### src/rtl/biquad_pkg.sv
package biquad_pkg;
  localparam int unsigned PERIOD = 11;
  localparam int unsigned CNT_W  = $clog2(PERIOD);

  typedef enum logic [1:0] {SRC_D2, SRC_D1, SRC_W} mul_src_e;
  typedef enum logic [1:0] {ADD_NONE, ADD_PSUM, ADD_STATE, ADD_OUT} add_op_e;

  typedef struct packed {
    logic      mul_issue;
    mul_src_e  mul_src;
    logic [2:0] rom_idx;
    logic      wr_r2;
    logic      wr_r3;
    add_op_e   add_op;
    logic      x_load;
    logic      shift;
  } ctrl_t;
endpackage

### src/rtl/biquad_seq.sv
module biquad_seq
  import biquad_pkg::*;
(
  input  logic clk_i,
  input  logic rst_ni,
  output ctrl_t ctrl_o
);
  logic [CNT_W-1:0] cnt_q;

  always_ff @(posedge clk_i or negedge rst_ni) begin
    if (!rst_ni)                            cnt_q <= '0;
    else if (cnt_q == CNT_W'(PERIOD - 1))   cnt_q <= '0;
    else                                    cnt_q <= cnt_q + 1'b1;
  end

  always_comb begin
    ctrl_o         = '0;
    ctrl_o.mul_src = SRC_D2;
    ctrl_o.add_op  = ADD_NONE;
    unique case (cnt_q)
      CNT_W'(0): begin ctrl_o.mul_issue = 1'b1; ctrl_o.mul_src = SRC_D2; ctrl_o.rom_idx = 3'd0; ctrl_o.x_load = 1'b1; end
      CNT_W'(1): ctrl_o.wr_r2 = 1'b1;
      CNT_W'(2): begin ctrl_o.mul_issue = 1'b1; ctrl_o.mul_src = SRC_D1; ctrl_o.rom_idx = 3'd1; end
      CNT_W'(3): ctrl_o.wr_r3 = 1'b1;
      CNT_W'(4): begin ctrl_o.mul_issue = 1'b1; ctrl_o.mul_src = SRC_D2; ctrl_o.rom_idx = 3'd2; ctrl_o.add_op = ADD_PSUM; end
      CNT_W'(5): begin ctrl_o.wr_r2 = 1'b1; ctrl_o.add_op = ADD_STATE; end
      CNT_W'(6): begin ctrl_o.mul_issue = 1'b1; ctrl_o.mul_src = SRC_D1; ctrl_o.rom_idx = 3'd3; end
      CNT_W'(7): ctrl_o.wr_r3 = 1'b1;
      CNT_W'(8): begin ctrl_o.mul_issue = 1'b1; ctrl_o.mul_src = SRC_W; ctrl_o.rom_idx = 3'd4; ctrl_o.add_op = ADD_PSUM; end
      CNT_W'(9): ctrl_o.wr_r2 = 1'b1;
      CNT_W'(10): begin ctrl_o.add_op = ADD_OUT; ctrl_o.shift = 1'b1; end
      default: ;
    endcase
  end

  assert_cnt_range_R2: assert property (@(posedge clk_i) disable iff (!rst_ni)
    cnt_q < CNT_W'(PERIOD));
  assert_wrap_R2: assert property (@(posedge clk_i) disable iff (!rst_ni)
    ctrl_o.shift |=> ctrl_o.x_load);
endmodule

### src/rtl/biquad_coef_rom.sv
module biquad_coef_rom #(
  parameter int unsigned CW = 16,
  parameter logic signed [CW-1:0] A1 = '0,
  parameter logic signed [CW-1:0] A2 = '0,
  parameter logic signed [CW-1:0] B0 = '0,
  parameter logic signed [CW-1:0] B1 = '0,
  parameter logic signed [CW-1:0] B2 = '0
) (
  input  logic [2:0]           idx_i,
  output logic signed [CW-1:0] coef_o
);
  // order follows the multiply issue order
  always_comb begin
    unique case (idx_i)
      3'd0:    coef_o = A2;
      3'd1:    coef_o = A1;
      3'd2:    coef_o = B2;
      3'd3:    coef_o = B1;
      default: coef_o = B0;
    endcase
  end
endmodule

### src/rtl/biquad_mul2.sv
module biquad_mul2 #(
  parameter int unsigned DW   = 16,
  parameter int unsigned CW   = 16,
  parameter int unsigned FRAC = 14
) (
  input  logic                 clk_i,
  input  logic                 rst_ni,
  input  logic                 issue_i,
  input  logic signed [CW-1:0] coef_i,
  input  logic signed [DW-1:0] data_i,
  output logic signed [DW-1:0] prod_o
);
  localparam int unsigned PW = CW + DW;

  logic signed [CW-1:0] coef_q;
  logic signed [DW-1:0] data_q;
  logic signed [PW-1:0] full, shifted;

  // cycle 1: capture operands; cycle 2: product settles for the consumer
  always_ff @(posedge clk_i or negedge rst_ni) begin
    if (!rst_ni) begin
      coef_q <= '0;
      data_q <= '0;
    end else if (issue_i) begin
      coef_q <= coef_i;
      data_q <= data_i;
    end
  end

  assign full    = PW'(coef_q) * PW'(data_q);
  assign shifted = full >>> FRAC;
  assign prod_o  = shifted[DW-1:0];

  assert_issue_gap_R9: assert property (@(posedge clk_i) disable iff (!rst_ni)
    issue_i |=> !issue_i);
endmodule

### src/rtl/serial_biquad.sv
module serial_biquad
  import biquad_pkg::*;
#(
  parameter int unsigned DW   = 16,
  parameter int unsigned CW   = 16,
  parameter int unsigned FRAC = 14,
  parameter logic signed [CW-1:0] COEF_A1 = 16'sd14746,
  parameter logic signed [CW-1:0] COEF_A2 = -16'sd6554,
  parameter logic signed [CW-1:0] COEF_B0 = 16'sd8192,
  parameter logic signed [CW-1:0] COEF_B1 = -16'sd16384,
  parameter logic signed [CW-1:0] COEF_B2 = 16'sd8192
) (
  input  logic                 clk_i,
  input  logic                 rst_ni,
  input  logic signed [DW-1:0] sample_i,
  output logic signed [DW-1:0] y_o,
  output logic                 y_valid_o
);
  ctrl_t ctrl;
  logic signed [CW-1:0] coef;
  logic signed [DW-1:0] mul_in, prod;
  logic signed [DW-1:0] x_q, r1_q, r2_q, r3_q, r4_q, d0_q, d1_q, d2_q, y_q;
  logic signed [DW-1:0] add_a, add_b, sum;
  logic                 vld_q;

  biquad_seq u_seq (
    .clk_i  (clk_i),
    .rst_ni (rst_ni),
    .ctrl_o (ctrl)
  );

  biquad_coef_rom #(
    .CW(CW), .A1(COEF_A1), .A2(COEF_A2), .B0(COEF_B0), .B1(COEF_B1), .B2(COEF_B2)
  ) u_rom (
    .idx_i  (ctrl.rom_idx),
    .coef_o (coef)
  );

  always_comb begin
    unique case (ctrl.mul_src)
      SRC_D1:  mul_in = d1_q;
      SRC_W:   mul_in = r1_q;
      default: mul_in = d2_q;
    endcase
  end

  biquad_mul2 #(.DW(DW), .CW(CW), .FRAC(FRAC)) u_mul (
    .clk_i   (clk_i),
    .rst_ni  (rst_ni),
    .issue_i (ctrl.mul_issue),
    .coef_i  (coef),
    .data_i  (mul_in),
    .prod_o  (prod)
  );

  always_comb begin
    unique case (ctrl.add_op)
      ADD_STATE: begin add_a = x_q;  add_b = r4_q; end
      ADD_OUT:   begin add_a = r2_q; add_b = r4_q; end
      default:   begin add_a = r2_q; add_b = r3_q; end
    endcase
  end
  assign sum = add_a + add_b;

  always_ff @(posedge clk_i or negedge rst_ni) begin
    if (!rst_ni) begin
      x_q  <= '0; r1_q <= '0; r2_q <= '0; r3_q <= '0; r4_q <= '0;
      d0_q <= '0; d1_q <= '0; d2_q <= '0; y_q  <= '0; vld_q <= 1'b0;
    end else begin
      vld_q <= (ctrl.add_op == ADD_OUT);
      if (ctrl.x_load) x_q  <= sample_i;
      if (ctrl.wr_r2)  r2_q <= prod;
      if (ctrl.wr_r3)  r3_q <= prod;
      if (ctrl.add_op == ADD_PSUM) r4_q <= sum;
      if (ctrl.add_op == ADD_STATE) begin
        d0_q <= sum;
        r1_q <= sum;
      end
      if (ctrl.add_op == ADD_OUT) y_q <= sum;
      if (ctrl.shift) begin
        d1_q <= d0_q;
        d2_q <= d1_q;
      end
    end
  end

  assign y_o       = y_q;
  assign y_valid_o = vld_q;

  assert_valid_single_R2: assert property (@(posedge clk_i) disable iff (!rst_ni)
    vld_q |=> !vld_q);
  assert_state_hold_R6: assert property (@(posedge clk_i) disable iff (!rst_ni)
    !ctrl.shift |=> $stable(d1_q) && $stable(d2_q));
  assert_out_hold_R8: assert property (@(posedge clk_i) disable iff (!rst_ni)
    (ctrl.add_op != ADD_OUT) |=> $stable(y_q));
  assert_w_copy_R4: assert property (@(posedge clk_i) disable iff (!rst_ni)
    ctrl.mul_issue && (ctrl.mul_src == SRC_W) |-> (r1_q == d0_q));
  assert_x_hold_R7: assert property (@(posedge clk_i) disable iff (!rst_ni)
    !ctrl.x_load |=> $stable(x_q));
endmodule

### config.mk
export PLATFORM = sky130hd
export DESIGN_NAME = serial_biquad
export DESIGN_NICKNAME = d
export VERILOG_FILES = /design/src/rtl/biquad_pkg.sv /design/src/rtl/biquad_seq.sv /design/src/rtl/biquad_coef_rom.sv /design/src/rtl/biquad_mul2.sv /design/src/rtl/serial_biquad.sv
export SDC_FILE = /design/constraint.sdc
export NUM_CORES = 1
export LEC_CHECK = 0
export CELL_PAD_IN_SITES_DETAIL_PLACEMENT = 1
export CELL_PAD_IN_SITES_GLOBAL_PLACEMENT = 1
export CORE_MARGIN = 1
export CORE_UTILIZATION = 52
export DETAILED_ROUTE_END_ITERATION = 6
export GPL_TIMING_DRIVEN = 0
export PLACE_DENSITY = 0.93
export SETUP_SLACK_MARGIN = 0.5
export SLEW_MARGIN = 10
export SYNTH_ARGS = -nofsm -noshare
export SYNTH_HDL_FRONTEND = slang
export SYNTH_HIERARCHICAL = 1
export SYNTH_SLANG_ARGS = --single-unit
### constraint.sdc
create_clock -name clk_i -period 8.4 [get_ports clk_i]
set_input_delay 2.52 -clock clk_i [delete_from_list [all_inputs] [get_ports clk_i]]
set_output_delay 2.52 -clock clk_i [all_outputs]
set_load 0.02 [all_outputs]
==> results of run 1 <==
-- cells by family after synthesis --
family | after synthesis | synth area share
other cells | 1 | 0.000218
buf+inv | 383 | 0.0882
xor+xnor | 42 | 0.0214
mux | 129 | 0.0842
compound gates | 174 | 0.0675
flops | 165 | 0.240
simple gates | 511 | 0.143
fa+ha+maj | 341 | 0.356
-- worst paths after layout --
path | endpoint | from
min in group asynchronous | r2_q[13] | rst_ni
max reg2reg | r2_q[15] | u_mul/coef_q[8]
max | r2_q[15] | u_mul/coef_q[8]
max in group asynchronous | d1_q[8] | rst_ni
min | y_o[11] | y_o[11]
min reg2reg | y_o[11] | y_o[11]
-- through the flow --
stage	cell area [um2]	std cells
after global routing	18800	2255
final	18800	2257
after floorplan	17200	1746
after detailed placement	18200	2223
after global placement	18100	2222
after CTS	18800	2255
-- Yosys cell counts, types with 10 or more instances --
| library cell | n |
|---|---|
| nor2_1 | 33 |
| ha_1 | 93 |
| a22oi_1 | 17 |
| a21o_1 | 10 |
| nand3_1 | 18 |
| buf_4 | 13 |
| mux2_2 | 128 |
| fa_1 | 248 |
| o21ai_0 | 53 |
| dfrtp_1 | 165 |
| nand2b_1 | 15 |
| xor2_1 | 13 |
| inv_1 | 289 |
| nand2_1 | 258 |
| nor3_1 | 14 |
| a21oi_1 | 33 |
| xnor2_1 | 29 |
| and2_1 | 132 |
| nor2b_1 | 12 |
| clkbuf_1 | 59 |
-- worst min-delay path, cell delays in order, from the launching register on --
cell	delay, ns
dfrtp_1	0.35
nand2_1	0.06
o21ai_0	0.07
-- cell type report --
cell class                      count  area [um2]  area share
Inverter                          290        1090      0.0579
Buffer                             93         432      0.0230
Multi-Input combinational cell   1198       11600       0.616
Clock buffer                       20         457      0.0243
Timing Repair Buffer               35         373      0.0198
Tap cell                          442         553      0.0294
Clock inverter                     12         184     0.00978
Antenna cell                        2        5.00    0.000266
Sequential cell                   165        4130       0.220
-- routing by layer --
layer  global-route usage  part of all wire  up-vias
li1                     -                 -     5576
met3               0.0935             0.079      418
met2                0.666              0.49      936
met1                0.431              0.34     7131
met4                0.304             0.091        2
met5                    0           0.00014        -
-- cells in the final DEF, fill, tap and decap left out, types with 14 or more instances in the layout --
cell type,synthesis,routed
dfrtp_1,165,165
fa_1,248,248
o21ai_0,53,53
nor2_1,33,33
nand2b_1,15,15
a22oi_1,17,17
nand3_1,18,18
inv_1,289,289
nor3_1,14,14
ha_1,93,93
nand2_1,258,258
clkdlybuf4s50_1,0,33
and2_1,132,132
clkbuf_1,59,60
mux2_2,128,128
clkbuf_16,0,17
a21oi_1,33,33
xnor2_1,29,29
-- flip-flops by register name, summed over array words and instances (netlist names) --
name / count
x_q: 16
u_mul/coef_q: 16
y_o: 16
d2_q: 16
r4_q: 16
y_valid_o: 1
r3_q: 16
d1_q: 16
u_seq/cnt_q: 4
r2_q: 16
u_mul/data_q: 16
d0_q: 16
-- power breakdown --
| group | internal [mW] | switching [mW] | leakage [nW] |
|---|---|---|---|
| combinational | 1.50 | 2.45 | 6.76 |
| sequential | 1.14 | 0.437 | 1.95 |
| clock | 0.498 | 0.385 | 0.315 |
| total | 3.13 | 3.27 | 9.03 |
==> run metrics, run 1 <==
final worst-path cycle share 0.913; R2R depth 18; CP startpoint kind register; # clock sinks 165; crit-path cells clkbuf_1, nand2_1, fa_1, fa_1, fa_1, fa_1, inv_1, fa_1, fa_1, ha_1, a211o_1, o31ai_1, o211ai_2, nor3_2, a21oi_2, a311oi_2, xnor2_1, mux2_2; Die Wd 184 um; ys async rst share 1.00; CP Capture Type register; unique cell type count in the Yosys netlist between 60 and 70; Slew HR 0.298; total track usage 0.395; Fmax between 100 and 150 MHz; largest net degree at the start of global routing 88; Hold Violations, Final 0; wire per inst between 20 and 30 um; Max VDD drop between 0.2 and 0.25 mV; register area share after synthesis 0.240; starting density of the core 0.529; Syn Inst Count about 1,700; worst setup margin about 0.73 ns; H-tree Lvls 4; worst hold path type register to register; Post-synth EDFFs 0; # fillers between 3,000 and 4,000; first-pass GRT wire length 97.8 mm; # DRC 0; Final Util 0.578; hold_buf cts 0; Critical Path AT approximately 8 ns; vias in the first global route ~16,000; Root Driver clkbuf_16; minimum clock period about 7.7 ns; initial antenna violation count 3; clk_lat worst skew ~0.47 ns; Reg clk slew, reported paths 0.08 ns; max incr delay on CP slightly below 0.9 ns; routed vias around 14,000; total of max-cap violations 0; CP max stage cell o31ai_1; cell family with most CP delay adder cells; Synth area leader fa_1; worst slew pin tran 1.04 ns; setup slack, reg-to-reg about 0.73 ns; die outline height 184 um; Most common cell on crit path fa_1; IO Count 35; placer congestion estimate approximately 0.94; cell leakage power roughly 9.0 nW; Num CTS Buffers 17; ranking of synthesized cells by area fa_1 (29%), dfrtp_1 (24%), mux2_2 (8.4%), ha_1 (6.8%), inv_1 (6.3%); nets@finish 2,159; final wirelength between 60 and 70 mm; endpoints failing setup 0; area of the core ~0.033 mm2; Synth warnings 6; Synth Net Count roughly 2,100; Setup WS pre-CTS approximately 0.99 ns; post-CTS sizing 0; drt initial violations about 1,200; setup TNS 0 ns; Syn Area/Cell approximately 9.9 um2; Worst Path Required just under 9 ns; clock buffer depth 2; Synth Flop Type dfrtp_1; Max Clock Skew between 0.015 and 0.02 ns; CP bufs+invs 2; status finished clean; RSZ-0062 raised after global routing no; DP HPWL approximately 44 mm; synthesized area around 0.017 mm2; Vias/cell slightly above 6; Rows between 60 and 70; # port buffers 34; die area about 0.034 mm2; Power Density 340 mW/mm2; Min-Delay Path Depth 2; grt ovf 0; #FFs+latches synth roughly 170; Final Slew Violations 0; worst-path fanout max 10; CP Depth 18; area grow syn2layout 9.12%; Crit Path Class register to register; hold slack final about 0.5 ns; share of Yosys cell area claimed by the top area cell type 0.288; Post-CTS Setup Bufs 0; CTS tree built; Final ANT Viol Nets 0; fraction of layout cells with a size suffix above 1 0.110; DRT Pass-1 Iters 6; Tot Pwr roughly 6.4 mW
Power figures use the tool's default switching activity.
==> run 2: changes to the inputs <==
--- a/config.mk
+++ b/config.mk
@@ -9,6 +9,7 @@
 export CELL_PAD_IN_SITES_GLOBAL_PLACEMENT = 1
 export CORE_MARGIN = 1
 export CORE_UTILIZATION = 52
+export CTS_BUF_LIST = sky130_fd_sc_hd__clkbuf_8
 export DETAILED_ROUTE_END_ITERATION = 6
 export GPL_TIMING_DRIVEN = 0
 export PLACE_DENSITY = 0.93
==> run 2 against run 1 <==
  * Wire length is 3.3% lower
  * Critical path depth unchanged
  * Clock skew increased by 0.0028 ns
==> run metrics, run 2 (synthesized netlist as in run 1, its figures left out) <==
max incr delay on CP between 0.9 and 1 ns; clk_lat worst skew about 0.5 ns; die area between 0.03 and 0.04 mm2; nets@finish ~2,200; Final ANT Viol Nets 0; wire per inst between 20 and 30 um; # DRC 0; Slew HR 0.264; first-pass GRT wire length about 95 mm; die outline height between 150 and 200 um; # port buffers 34; IO Count 35; crit-path cells clkbuf_1, nand2_1, fa_1, fa_1, fa_1, fa_1, inv_1, fa_1, fa_1, ha_1, a211o_1, o31ai_1, o211ai_2, nor3_2, a21oi_2, a311oi_2, xnor2_1, mux2_2; largest net degree at the start of global routing 88; drt initial violations between 1,000 and 1,500; met3 usage 0.0931; Root Driver clkbuf_8; routed vias roughly 14,000; cell leakage power approximately 8.9 nW; initial antenna violation count 2; Max Clock Skew between 0.02 and 0.025 ns; grt ovf 0; RSZ-0062 raised after global routing no; worst slew pin tran roughly 1.1 ns; CP max stage cell o31ai_1; H-tree Lvls 4; Max VDD drop 0.195 mV; vias in the first global route around 16,000; Hold Violations, Final 0; Critical Path AT around 8 ns; setup TNS 0 ns; Final Slew Violations 0; # clock sinks approximately 170; final wirelength roughly 60 mm; Rows 66; Worst Path Required roughly 8.8 ns; CP startpoint kind register; clock buffer depth 2; total of max-cap violations 0; Vias/cell roughly 6.1; cell family with most CP delay adder cells; Fmax roughly 130 MHz; CP Capture Type register; Reg clk slew, reported paths around 0.11 ns; cell area after layout 0.0186 mm2; status finished clean; endpoints failing setup 0; hold slack final ~0.50 ns; Crit Path Class register to register; hold_buf cts 0; minimum clock period 7.59 ns; worst-path fanout max 10; final worst-path cycle share 0.903; Post-CTS Setup Bufs 0; CTS tree built; total track usage 0.382; DRT Pass-1 Iters 5; GRT met1 Usage 0.416; most frequent cells in the layout inv_1 (290), nand2_1 (258), fa_1 (248); Power Density 327 mW/mm2; worst hold path type register to register; DP HPWL 44.1 mm; Num CTS Buffers 17; Die Wd between 150 and 200 um; met2 usage 0.646; area of the core 0.0325 mm2; fraction of layout cells with a size suffix above 1 0.110; area grow syn2layout 8.00%; Tot Pwr roughly 6.1 mW; post-CTS sizing 0; starting density of the core 0.529; placer congestion estimate roughly 0.94; Most common cell on crit path fa_1; most common cell after layout, fill and taps aside inv_1; post-placement cell area ~0.018 mm2; CP bufs+invs 2; GRT busiest layer met2
[run 2: routing by layer]
layer | up-vias | routed length [um]
met5 | - | 12
met4 | 2 | 4910
met3 | 343 | 4410
met2 | 796 | 30400
met1 | 7121 | 20900
li1 | 5565 | -
[run 2: worst paths after layout]
| path | start | to | slack (ns) | cells after the start |
|---|---|---|---|---|
| hold / removal | y_o[8] | y_o[8] | 0.50 | 2 |
| setup / recovery | u_mul/coef_q[8] | r3_q[15] | 0.81 | 18 |
| setup reg to reg | u_mul/coef_q[8] | r3_q[15] | 0.81 | 18 |
| max in group asynchronous | rst_ni | d2_q[8] | 5.48 | 2 |
| min in group asynchronous | rst_ni | x_q[11] | 2.01 | 1 |
| hold reg to reg | y_o[8] | y_o[8] | 0.50 | 2 |
[run 2: power breakdown]
group | switching, mW | internal, mW
clock network | 0.348 | 0.322
registers | 0.418 | 1.13
logic | 2.37 | 1.49
[run 2: worst min-delay path: stages, from the launching register on]
cell,delay [ns]
dfrtp_1,0.36
nand2_1,0.05
o21ai_0,0.07
[run 2: through the flow]
| step | worst slack (ns) | instances | util |
|---|---|---|---|
| after CTS | 0.929 | 2255 | 0.572 |
| final | 0.813 | 2256 | 0.572 |
| after floorplan | 2.42 | 1746 | - |
| after detailed placement | 0.995 | 2223 | 0.558 |
| after global routing | 0.598 | 2255 | 0.572 |
| after global placement | -1.77 | 2222 | 0.557 |
[run 2: cell type report]
cell class | count | area (um2)
antenna | 1 | 2.50
buffer | 93 | 432
clock buffer | 19 | 262
clock inverter | 13 | 188
fill | 3663 | 13900
inverter | 290 | 1090
multi-input combinational | 1198 | 11600
sequential | 165 | 4130
tap | 442 | 553
timing repair buffer | 35 | 373
